--- config.mk ---
export PLATFORM = sky130hd
export DESIGN_NAME = burst_rd_initiator
export DESIGN_NICKNAME = d
export VERILOG_FILES = /design/src/rtl/prd_pkg.sv /design/src/rtl/prd_phase_ctrl.sv /design/src/rtl/prd_hold_buf.sv /design/src/rtl/burst_rd_initiator.sv
export SDC_FILE = /design/constraint.sdc
export NUM_CORES = 1
export LEC_CHECK = 0
export BUFFER_PORTS_ARGS = -buffer_cell sky130_fd_sc_hd__clkbuf_2
export CORE_ASPECT_RATIO = 0.7
export CORE_MARGIN = 2
export CORE_UTILIZATION = 40
export CTS_BUF_LIST = sky130_fd_sc_hd__clkbuf_4 sky130_fd_sc_hd__clkbuf_8
export CTS_CLUSTER_SIZE = 24
export DETAILED_ROUTE_END_ITERATION = 10
export GPL_ROUTABILITY_DRIVEN = 0
export MAX_ROUTING_LAYER = met4
export PLACE_DENSITY = 0.73
export RECOVER_POWER = 25
export SYNTH_ARGS = -nofsm -noshare
export SYNTH_HDL_FRONTEND = slang
export SYNTH_SLANG_ARGS = --single-unit
--- constraint.sdc ---
create_clock -name clk -period 2.1 [get_ports clk]
set_clock_uncertainty 0.15 [all_clocks]
set_input_delay 0.315 -clock clk [delete_from_list [all_inputs] [get_ports clk]]
set_output_delay 0.315 -clock clk [all_outputs]
set_load 0.1 [all_outputs]
--- src/rtl/prd_pkg.sv ---
package prd_pkg;

  typedef enum logic [1:0] {
    PH_IDLE = 2'd0,
    PH_RUN  = 2'd1,
    PH_LAST = 2'd2,
    PH_END  = 2'd3
  } ph_state_e;

  // Initiator may signal ready when the holding slot is free and either
  // this is the opening phase or the local side is ready.
  function automatic logic irdy_permit(input logic first,
                                       input logic loc_ready,
                                       input logic slot_free);
    return slot_free && (first || loc_ready);
  endfunction

  // Local hand-off fires on ready-last-cycle with a word on offer.
  function automatic logic handoff_fire(input logic rdy_prev,
                                        input logic holding);
    return rdy_prev && holding;
  endfunction

  function automatic ph_state_e next_phase(input ph_state_e cur,
                                           input logic go,
                                           input logic done,
                                           input logic last);
    ph_state_e nxt;
    nxt = cur;
    case (cur)
      PH_IDLE: if (go) nxt = PH_RUN;
      PH_RUN:  if (done && last) nxt = PH_LAST;
      PH_LAST: if (done) nxt = PH_END;
      PH_END:  nxt = PH_IDLE;
      default: nxt = PH_IDLE;
    endcase
    return nxt;
  endfunction

endpackage

--- src/rtl/prd_phase_ctrl.sv ---
module prd_phase_ctrl
  import prd_pkg::*;
(
  input  logic clk,
  input  logic rst_n,
  input  logic go,
  input  logic devsel_n,
  input  logic trdy_n,
  input  logic ack64_n,
  input  logic last_n,
  input  logic loc_rdy_n,
  input  logic slot_free,
  output logic irdy_n,
  output logic dp_done,
  output logic first_phase,
  output logic sts_dphase,
  output logic sts_wide,
  output logic sts_xfer
);

  ph_state_e state_q, state_d;
  logic      first_q;
  logic      dphase_q;
  logic      wide_q;
  logic      xfer_q;
  logic      in_burst;
  logic      irdy_on;
  logic      wide_now;

  assign in_burst    = (state_q == PH_RUN) || (state_q == PH_LAST);
  assign first_phase = first_q;
  assign irdy_on     = in_burst && irdy_permit(first_q, !loc_rdy_n, slot_free);
  assign dp_done     = irdy_on && !trdy_n;
  assign wide_now    = first_q && dp_done && !ack64_n;
  assign state_d     = next_phase(state_q, go, dp_done, !last_n);

  always_ff @(posedge clk or negedge rst_n) begin
    if (!rst_n) begin
      state_q  <= PH_IDLE;
      first_q  <= 1'b0;
      dphase_q <= 1'b0;
      wide_q   <= 1'b0;
      xfer_q   <= 1'b0;
    end else begin
      state_q <= state_d;
      xfer_q  <= dp_done;
      if (state_q == PH_IDLE && go) first_q <= 1'b1;
      else if (dp_done)             first_q <= 1'b0;
      if (state_q == PH_END)                dphase_q <= 1'b0;
      else if (in_burst && !devsel_n)       dphase_q <= 1'b1;
      if (state_q == PH_END)                wide_q <= 1'b0;
      else if (wide_now)                    wide_q <= 1'b1;
    end
  end

  assign irdy_n     = !irdy_on;
  assign sts_dphase = dphase_q || (in_burst && !devsel_n);
  assign sts_wide   = wide_q || wide_now;
  assign sts_xfer   = xfer_q;

endmodule

--- src/rtl/prd_hold_buf.sv ---
module prd_hold_buf
  import prd_pkg::*;
#(
  parameter int DATA_W     = 64,
  parameter bit CLEAR_DATA = 1'b1
) (
  input  logic              clk,
  input  logic              rst_n,
  input  logic              capture,
  input  logic [DATA_W-1:0] bus_data,
  input  logic              loc_rdy_n,
  output logic              slot_free,
  output logic              ack_n,
  output logic              xfr_n,
  output logic              lo_ack_n,
  output logic              hi_ack_n,
  output logic [DATA_W-1:0] data
);

  localparam int HALF_W = DATA_W / 2;

  logic              vld_q;
  logic              rdy_q;
  logic              fire;
  logic [DATA_W-1:0] word_q;

  assign fire      = handoff_fire(rdy_q, vld_q);
  assign slot_free = !vld_q || fire;

  always_ff @(posedge clk or negedge rst_n) begin
    if (!rst_n) begin
      vld_q <= 1'b0;
      rdy_q <= 1'b0;
    end else begin
      rdy_q <= !loc_rdy_n;
      if (capture)   vld_q <= 1'b1;
      else if (fire) vld_q <= 1'b0;
    end
  end

  generate
    if (CLEAR_DATA) begin : g_clr
      always_ff @(posedge clk or negedge rst_n) begin
        if (!rst_n)       word_q <= '0;
        else if (capture) word_q <= bus_data;
      end
    end else begin : g_noclr
      always_ff @(posedge clk) begin
        if (capture) word_q <= bus_data;
      end
    end
  endgenerate

  assign ack_n    = !vld_q;
  assign xfr_n    = !fire;
  assign lo_ack_n = !(fire && (HALF_W > 0));
  assign hi_ack_n = !fire;
  assign data     = word_q;

endmodule

--- src/rtl/burst_rd_initiator.sv ---
module burst_rd_initiator #(
  parameter int DATA_W     = 64,
  parameter bit CLEAR_DATA = 1'b1
) (
  input  logic              clk,
  input  logic              rst_n,
  input  logic              phase_go,
  input  logic              bus_devsel_n,
  input  logic              bus_trdy_n,
  input  logic              bus_ack64_n,
  input  logic [DATA_W-1:0] bus_ad,
  output logic              bus_irdy_n,
  input  logic              loc_rdy_n,
  input  logic              loc_last_n,
  output logic              loc_ack_n,
  output logic              loc_xfr_n,
  output logic              loc_lo_ack_n,
  output logic              loc_hi_ack_n,
  output logic [DATA_W-1:0] loc_data,
  output logic              sts_dphase,
  output logic              sts_wide,
  output logic              sts_xfer
);

  logic dp_done;
  logic slot_free;
  logic first_phase;

  prd_phase_ctrl u_ctrl (
    .clk        (clk),
    .rst_n      (rst_n),
    .go         (phase_go),
    .devsel_n   (bus_devsel_n),
    .trdy_n     (bus_trdy_n),
    .ack64_n    (bus_ack64_n),
    .last_n     (loc_last_n),
    .loc_rdy_n  (loc_rdy_n),
    .slot_free  (slot_free),
    .irdy_n     (bus_irdy_n),
    .dp_done    (dp_done),
    .first_phase(first_phase),
    .sts_dphase (sts_dphase),
    .sts_wide   (sts_wide),
    .sts_xfer   (sts_xfer)
  );

  prd_hold_buf #(
    .DATA_W    (DATA_W),
    .CLEAR_DATA(CLEAR_DATA)
  ) u_hold (
    .clk      (clk),
    .rst_n    (rst_n),
    .capture  (dp_done),
    .bus_data (bus_ad),
    .loc_rdy_n(loc_rdy_n),
    .slot_free(slot_free),
    .ack_n    (loc_ack_n),
    .xfr_n    (loc_xfr_n),
    .lo_ack_n (loc_lo_ack_n),
    .hi_ack_n (loc_hi_ack_n),
    .data     (loc_data)
  );

endmodule

==> results of run 1 <==
## layout by cell type (no fill, tap or decap), types with 2 or more instances in the layout
cell	netlist	final
clkbuf_2	0	139
dfrtp_1	72	72
mux2_4	39	42
mux2_2	26	23
buf_4	4	13
clkbuf_8	0	10
inv_1	7	5
clkbuf_16	0	5
buf_12	4	5
nor2b_1	4	4
nor2_1	3	3
nand2_1	3	3
ha_1	4	3
inv_2	0	2
o21ai_0	2	2
clkinvlp_4	0	2
dlygate4sd3_1	0	2
## metrics by stage
step / cell area (um^2) / utilization
finish: 4370 / 0.600
global route: 4370 / 0.600
CTS: 4140 / 0.568
detailed placement: 3880 / 0.532
global placement: 3880 / 0.532
floorplan: 3040 / -
## cell type report
cell class	count	area share
multi-input cells	89	0.253
clock buffers	10	0.0315
inverters	8	0.00973
well taps	98	0.0280
flip-flops and latches	72	0.412
repair buffers	168	0.250
clock inverters	6	0.0155
## metal layers
| metal | routed length, um | track usage |
|---|---|---|
| met2 | 3380 | 0.243 |
| met4 | 69 | 0.0538 |
| met5 | 0 | - |
| met3 | 582 | 0.0556 |
| met1 | 3180 | 0.222 |
## worst max-delay path by stage
stage	end	slack, ns	startpoint
after detailed placement	u_hold.data[38]	0.02	u_ctrl.state_q[0]
final	sts_wide	-0.20	u_ctrl.state_q[0]
after CTS	sts_wide	-0.26	u_ctrl.state_q[1]
after global placement	u_hold.data[27]	0.08	u_ctrl.state_q[1]
after floorplan	sts_wide	-0.04	u_ctrl.state_q[0]
after global routing	sts_wide	-0.27	u_ctrl.state_q[0]
## what timing repair did
| action | in CTS | in global routing |
|---|---|---|
| hold endpoints to repair | 34 | 0 |
| cloned | 0 | 7 |
| gates resized for setup | 2 | 12 |
| hold buffers | 2 | 0 |
| setup buffers | 3 | 6 |
| pin swaps | 2 | 4 |
| endpoints found under the setup margin | 1 | 63 |
## logic make-up (layout without fill, tap and decap cells)
group                    Yosys count  in the layout  share of synthesized area
flip-flops                        72             72                      0.598
multiplexers                      65             65                      0.292
buffers and inverters             17            192                     0.0519
AND/OR/NAND/NOR                   13             13                     0.0245
AO/OA/AOI/OAI                      7              7                     0.0174
adder cells (fa/ha/maj)            4              4                     0.0166
## sequential cells by signal (all words and copies together) (netlist names)
| name | cells |
|---|---|
| u_hold.data | 64 |
| u_ctrl.sts_xfer | 1 |
| u_hold.rdy_q | 1 |
| u_ctrl.first_phase | 1 |
| u_hold.vld_q | 1 |
| u_ctrl.wide_q | 1 |
| u_ctrl.state_q | 2 |
| u_ctrl.dphase_q | 1 |
==> out/summary.txt, run 1 <==
Status - finished, violations left
Failing checks - setup timing
TritonCTS clock tree - yes
Diode count - 0
Clock Sinks - 72
H-Tree Depth - 3
Routed wire length per instance - 16.0 um
RSZ-0062 raised after global routing - true
GRT overflow - 0
Final hold viol count - 0
Total wire length - 7200 um
Chip height - 76.6 um
Site Rows - 26
Hold_sp - bus_ad[41]
Setup CP Type - register to primary output
WP data arrival - 1.84 ns
Final setup fails - 65
Max-cap viol count - 0
EDFF count, synth - 0
Clock tree buffer depth - 2
Worst hold stages - 2
FF-to-FF setup slack - -0.14 ns
Post-layout min period - 2.30 ns
Synth cell types - 20
Critical path depth - 7
Largest net degree at the start of global routing - 40
Crit-path cells - inv_2, ha_4, nand2b_4, or3_4, clkinv_8, a31o_4, buf_12
Root Driver - clkbuf_8
Via count - 2080
Clock latency on the worst-skew pair - 0.34 ns
Yosys Warn Count - 0
Post-synth top area cell - dfrtp_1
CP top delay family - simple AND/OR/NAND/NOR gates
Core area - 0.00729 mm^2
# IOs - 144
Cell Area, Synth - 0.00301 mm^2
DR iter-0 viols - 93
Register area - 0.00180 mm^2
Clk slew on worst S/H paths - 0.08 ns
CTS buffer count - 9
Initial core utilization - 0.413
Vias in the first global route - 2051
Cell with the most instances after synthesis - dfrtp_1
DP HPWL - 4750 um
Startpoint Class - register
Ys flop type - dfrtp_1
TNS Setup - -5.34 ns
Crit Path Max Fanout - 2
Slew at the pin closest to its max-slew limit - 0.843 ns
Fraction of layout cells with a size suffix above 1 - 0.722
Max stage delay on crit path - 0.37 ns
Initial antenna violation count - 0
Gate Count Post-Synth - 178
Hold Slack - 0.0490 ns
First-pass GRT wire length - 10300 um
Max Clk Rate - 434 MHz
Antenna viol nets, final - 0
Final critical-path share of the clock period - 1.10
Syn avg cell area - 16.9 um^2
Die area - 0.00825 mm^2
Final worst slack - -0.203 ns
NumNets Final - 424
Async SR Flop Fraction - 1.00
Placed Cells - 417
Max-slew violation count - 0
Critical path buffers and inverters - 3
CP required - 1.63 ns
R2R Path Start - u_ctrl.state_q[0]
TritonRoute pass-1 iters - 4
Syn Nets - 254
Worst R2R Path Depth - 9
Critical Path Slowest Stage Cell - dfrtp_1
Top post-synthesis cells by area - dfrtp_1 60%, mux2_4 19%, mux2_2 9.7%
Critical Path End Type - primary output
Layout fillers - 622
Fin cells - 451
Dpl ws - 0.0239 ns
Top cells by count, synth - 72 x dfrtp_1, 39 x mux2_4, 26 x mux2_2
Gr usage total - 0.167
DRC viols - 0
Terminus of the critical flop-to-flop path - u_hold.data[26]
Area growth, synth to finish - 45.1%
Hold Path Class - input pin to register
Multi-input gate area - 0.00111 mm^2
Die X - 108 um
Rel. slew slack - 0.438
Post-DR vias/cell - 4.61
Worst-case hold path end point - u_hold.data[41]
Count of state elements after synthesis - 72
Port bufs - 143
Top cell type's share of synthesized area - 0.598
Fraction of the yosys area taken by sequential cells - 0.598
Power of run 1 is not shown: default switching activity piles up to over one toggle a cycle in this logic, so the estimate is an artifact.
==> run 2: changes to the inputs <==
ABC_AREA = 1   (was unset)
PLACE_DENSITY = 0.74   (was 0.73)
==> out/summary.txt, run 2 <==
Setup CP Type - input pin to primary output
Diode count - 0
Slew at the pin closest to its max-slew limit - 0.902 ns
Syn avg cell area - 8.86 um^2
Crit-path most repeated cell - nand2_2
Post-synth top area cell - dfrtp_1
Port bufs - 143
Hold_sp - bus_ad[62]
Fraction of layout cells with a size suffix above 1 - 0.364
Fin cells - 586
TritonCTS clock tree - yes
Crit-path cells - dlygate4sd3_1, clkbuf_1, nand2_2, nand4_4, inv_2, nand2_2, nand2_2, buf_12
Post-synthesis compound-gate area fraction - 0.00869
Max-slew violation count - 0
Initial antenna violation count - 0
Clock tree buffer depth - 2
Core area - 0.00685 mm^2
Clock Sinks - 72
Ys flop type - dfrtp_1
Synth cell types - 16
Max reg flops - 64
CTS buffer count - 9
Root Driver - clkbuf_8
Terminus of the critical flop-to-flop path - u_ctrl.state_q[1]
Cell Area, Synth - 0.00288 mm^2
Gr usage total - 0.193
Critical path buffers and inverters - 4
Hold Path Class - input pin to register
GRT overflow - 0
Top cells by count, synth - 206 x nand2_1, 72 x dfrtp_1, 12 x inv_1
WP data arrival - 1.58 ns
CP required - 1.63 ns
CP top delay family - buffers and inverters
Most frequent cells in the layout - 202 x nand2_1, 139 x clkbuf_2, 72 x dfrtp_1
Max-cap viol count - 0
# IOs - 144
Fraction of the yosys area taken by sequential cells - 0.626
Chip height - 75.0 um
Dpl ws - 0.213 ns
Total wire length - 7120 um
H-Tree Depth - 3
TritonRoute pass-1 iters - 4
Top cell type's share of synthesized area - 0.626
Adder-cell share of the synthesized area - 0.0174
Layout fillers - 611
Register area - 0.00180 mm^2
Worst hold stages - 3
Via count - 2578
Mux cell area share after synthesis - 0
Die X - 105 um
XOR/XNOR Fraction of Synth Area - 0
Startpoint Class - input pin
NumNets Final - 563
Site Rows - 25
Gate Count Post-Synth - 325
Initial core utilization - 0.420
EDFF count, synth - 0
R2R Path Start - u_ctrl.state_q[0]
Final hold viol count - 0
DR iter-0 viols - 129
Top post-synthesis cells by area - dfrtp_1 63%, nand2_1 27%, buf_4 2.1%
Crit Path Max Fanout - 3
Final setup fails - 0
Async SR Flop Fraction - 1.00
Count of state elements after synthesis - 72
DP HPWL - 4940 um
Simple-Gate Fraction of Synth Area - 0.288
Area growth, synth to finish - 44.6%
Critical Path End Type - primary output
Status - completed
Commonest non-fill, non-tap cell in the layout - nand2_1
Hold Slack - 0.0155 ns
Rel. slew slack - 0.399
Clock latency on the worst-skew pair - 0.34 ns
RSZ-0062 raised after global routing - true
Syn Nets - 401
Largest family of logic cells by synthesized area - simple AND/OR/NAND/NOR gates
Largest net degree at the start of global routing - 51
Final Core Density - 0.608
DRC viols - 0
Antenna viol nets, final - 0
Multi-input gate area - 946 um^2
First-pass GRT wire length - 11300 um
Critical Path Slowest Stage Cell - dlygate4sd3_1
Clk slew on worst S/H paths - 0.07 ns
Post-layout min period - 2.04 ns
Final critical-path share of the clock period - 0.971
FF-to-FF setup slack - 0.37 ns
Die area - 0.00790 mm^2
Post-DR vias/cell - 4.40
Vias in the first global route - 2418
Max stage delay on crit path - 0.54 ns
Yosys Warn Count - 0
Cell with the most instances after synthesis - nand2_1
Final worst slack - 0.0599 ns
Max Clk Rate - 490 MHz
Routed wire length per instance - 12.1 um
Placed Cells - 551
Worst-case hold path end point - u_hold.data[62]
Worst R2R Path Depth - 8
run 2: area by class of cell:
cell class,instances,area share
Sequential cell,72,0.433
Timing Repair Buffer,167,0.239
Multi-Input combinational cell,224,0.227
Clock buffer,11,0.0364
Tap cell,94,0.0283
Clock inverter,5,0.0246
Inverter,13,0.0117
run 2: kinds of logic (layout without fill, tap and decap cells):
logic type	Yosys count	in the layout
AO/OA/AOI/OAI	5	5
adder cells (fa/ha/maj)	4	4
AND/OR/NAND/NOR	215	215
buffers and inverters	29	196
flip-flops	72	72
run 2: per-layer routing:
| metal | GRT usage | wire length, um | vias up |
|---|---|---|---|
| li1 | - | - | 1291 |
| met1 | 0.242 | 3230 | 1165 |
| met2 | 0.294 | 3150 | 115 |
| met3 | 0.0745 | 659 | 7 |
| met4 | 0.0578 | 76 | 0 |
| met5 | - | 0 | - |
run 2: per-stage QoR:
stage               setup TNS, ns  cell area (um^2)
floorplan                       0              2880
global placement                0              3700
detailed placement              0              3700
CTS                             0              4150
global route              -0.0119              4160
finish                          0              4160
run 2: timing repair:
action | CTS | global route
hold buffers | 17 | 0
pin swaps | 2 | 5
endpoints found under the setup margin | 3 | 3
endpoints found under the hold margin | 51 | 0
setup buffers | 2 | 0
resized for setup | 4 | 5
run 2: worst max path at each step:
stage	start	endpoint	cells past startpoint	slack [ns]
global placement	u_ctrl.state_q[0]	sts_dphase	6	0.24
global route	u_ctrl.state_q[1]	sts_wide	7	-0.01
detailed placement	u_ctrl.state_q[0]	sts_dphase	6	0.21
CTS	loc_rdy_n	sts_wide	8	0.01
floorplan	u_ctrl.state_q[0]	sts_wide	7	0.07
finish	loc_rdy_n	sts_wide	8	0.06
run 2: worst min-delay path, cell delays in order:
cell      delay, ns
clkbuf_2       0.07
nand2_1        0.04
nand2_1        0.04
Power of run 2 is left out for the same reason.
==> run 3: changes to the inputs <==
CORE_UTILIZATION = 38   (was 40)
CTS_CLUSTER_DIAMETER = 30   (was unset)
PLACE_DENSITY = 0.71   (was 0.74)
SYNTH_HIERARCHICAL = 1   (was unset)
==> out/summary.txt, run 3 <==
Crit-path most repeated cell - nand2_4
Root Driver - clkbuf_8
TritonRoute pass-1 iters - 4
RSZ-0062 raised after global routing - true
Fin cells - 588
Critical Path Slowest Stage Cell - dfrtp_1
Clock latency on the worst-skew pair - 0.35 ns
Port bufs - 143
FF-to-FF setup slack - 0.15 ns
Syn Nets - 405
Cell with the most instances after synthesis - nand2_1
Most frequent cells in the layout - 204 x nand2_1, 140 x clkbuf_2, 72 x dfrtp_1
Syn avg cell area - 9.02 um^2
Top cells by count, synth - 207 x nand2_1, 72 x dfrtp_1, 12 x inv_1
Ys flop type - dfrtp_1
Routed wire length per instance - 12.1 um
Core area - 0.00742 mm^2
Top post-synthesis cells by area - dfrtp_1 61%, nand2_1 26%, buf_6 3.8%
CP required - 1.63 ns
Hold Slack - 0.0153 ns
Layout fillers - 682
Startpoint Class - register
CTS buffer count - 9
Chip height - 77.8 um
Placed standard-cell area - 0.00375 mm^2
Final hold viol count - 0
First-pass GRT wire length - 11200 um
Vias in the first global route - 2507
Max Clk Rate - 479 MHz
Antenna viol nets, final - 0
Async SR Flop Fraction - 1.00
EDFF count, synth - 0
Post-synth top area cell - dfrtp_1
GRT overflow - 0
Critical Path End Type - primary output
TritonCTS clock tree - yes
Status - completed
Cell Area, Synth - 0.00296 mm^2
Crit Path Max Fanout - 3
Post-DR vias/cell - 4.40
Gr usage total - 0.177
Max reg flops - 64
Diode count - 0
Clock Sinks - 72
Fraction of the yosys area taken by sequential cells - 0.609
Clk slew on worst S/H paths - 0.08 ns
Die X - 109 um
Synth cell types - 19
Max-slew violation count - 0
Max-cap viol count - 0
Gate Count Post-Synth - 328
Post-Layout Inst Area - 0.00413 mm^2
Post-layout min period - 2.09 ns
DP HPWL - 5060 um
Area growth, synth to finish - 39.7%
Setup CP Type - register to primary output
Max stage delay on crit path - 0.37 ns
Largest net degree at the start of global routing - 38
Final worst slack - 0.0107 ns
H-Tree Depth - 3
Dpl ws - 0.178 ns
Total wire length - 7130 um
Crit-path cells - inv_2, ha_4, nand2_4, inv_4, nand3_4, inv_4, nand2_4, nand2_4, buf_12
NumNets Final - 562
Rel. slew slack - 0.396
Placed Cells - 558
Fraction of layout cells with a size suffix above 1 - 0.384
Site Rows - 26
WP data arrival - 1.62 ns
Slew at the pin closest to its max-slew limit - 0.907 ns
Die area - 0.00852 mm^2
Initial core utilization - 0.399
Yosys Warn Count - 6
Commonest non-fill, non-tap cell in the layout - nand2_1
Initial antenna violation count - 0
Final setup fails - 0
Count of state elements after synthesis - 72
DR iter-0 viols - 115
Top cell type's share of synthesized area - 0.609
Via count - 2589
Final critical-path share of the clock period - 0.995
DRC viols - 0
# IOs - 144
Hold Path Class - input pin to register
Clock tree buffer depth - 2
[run 3: cell count changes in the layout (fill, tap and decap cells not counted), moves of 2 or more]
cell / delta
buf_12: +2
buf_4: +6
dlygate4sd3_1: -13
inv_4: +2
nand2_1: +2
nand2_2: -2
nand2_4: +2
[run 3: path summary, 6_finish.rpt]
| check | start | end | depth (start not counted) |
|---|---|---|---|
| worst max-delay path | u_ctrl/state_q[0] | sts_wide | 9 |
| worst min-delay path | bus_ad[47] | u_hold/data[47] | 3 |
| worst max register to register | u_ctrl/state_q[0] | u_hold/data[63] | 11 |
| worst min register to register | u_hold/data[42] | u_hold/data[42] | 2 |
| max in group asynchronous | rst_n | u_hold/data[57] | 3 |
| min in group asynchronous | rst_n | u_hold/data[22] | 2 |
[run 3: repair_timing]
action                     4_1_cts  5_1_grt
setup endpoints to repair        2        1
pin swaps                        2        3
buffers inserted                 6        4
gates resized for setup          6        4
hold buffers                     4        0
hold endpoints to repair        38        0
[run 3: area by class of cell]
class	count	area, um^2	share of cell area
inverter	15	61.3	0.0148
sequential	72	1800	0.436
multi-input combinational	225	966	0.234
clock buffer	11	151	0.0366
clock inverter	5	78.8	0.0191
tap	98	123	0.0297
timing repair buffer	162	951	0.230
[run 3: metrics by stage]
stage / setup TNS (ns) / utilization
2_1_floorplan: 0 / -
3_3_place_gp: 0 / 0.506
3_5_place_dp: 0 / 0.506
4_1_cts: 0 / 0.551
5_1_grt: -0.0714 / 0.557
6_report: 0 / 0.557
[run 3: logic make-up (layout without fill, tap and decap cells)]
group	Yosys count	after routing	synth area share
flip-flops	72	72	0.609
AO/OA/AOI/OAI	4	4	0.0106
buffers and inverters	31	193	0.0761
AND/OR/NAND/NOR	216	216	0.283
adder cells (fa/ha/maj)	5	5	0.0212
[run 3: layer usage]
layer	GRT usage	vias up	wire length, um
met5	-	-	0
met4	0.0696	0	102
met3	0.0555	9	573
met2	0.277	109	3200
met1	0.213	1187	3260
li1	-	1284	-
[run 3: worst max-delay path, delay by kind of cell (launching register included)]
family / cells / cell delay, ns
DFF: 1 / 0.37
buffers and inverters: 4 / 0.37
adders and majority gates: 1 / 0.28
and+or+nand+nor: 4 / 0.25
Power of run 3 is left out for the same reason.
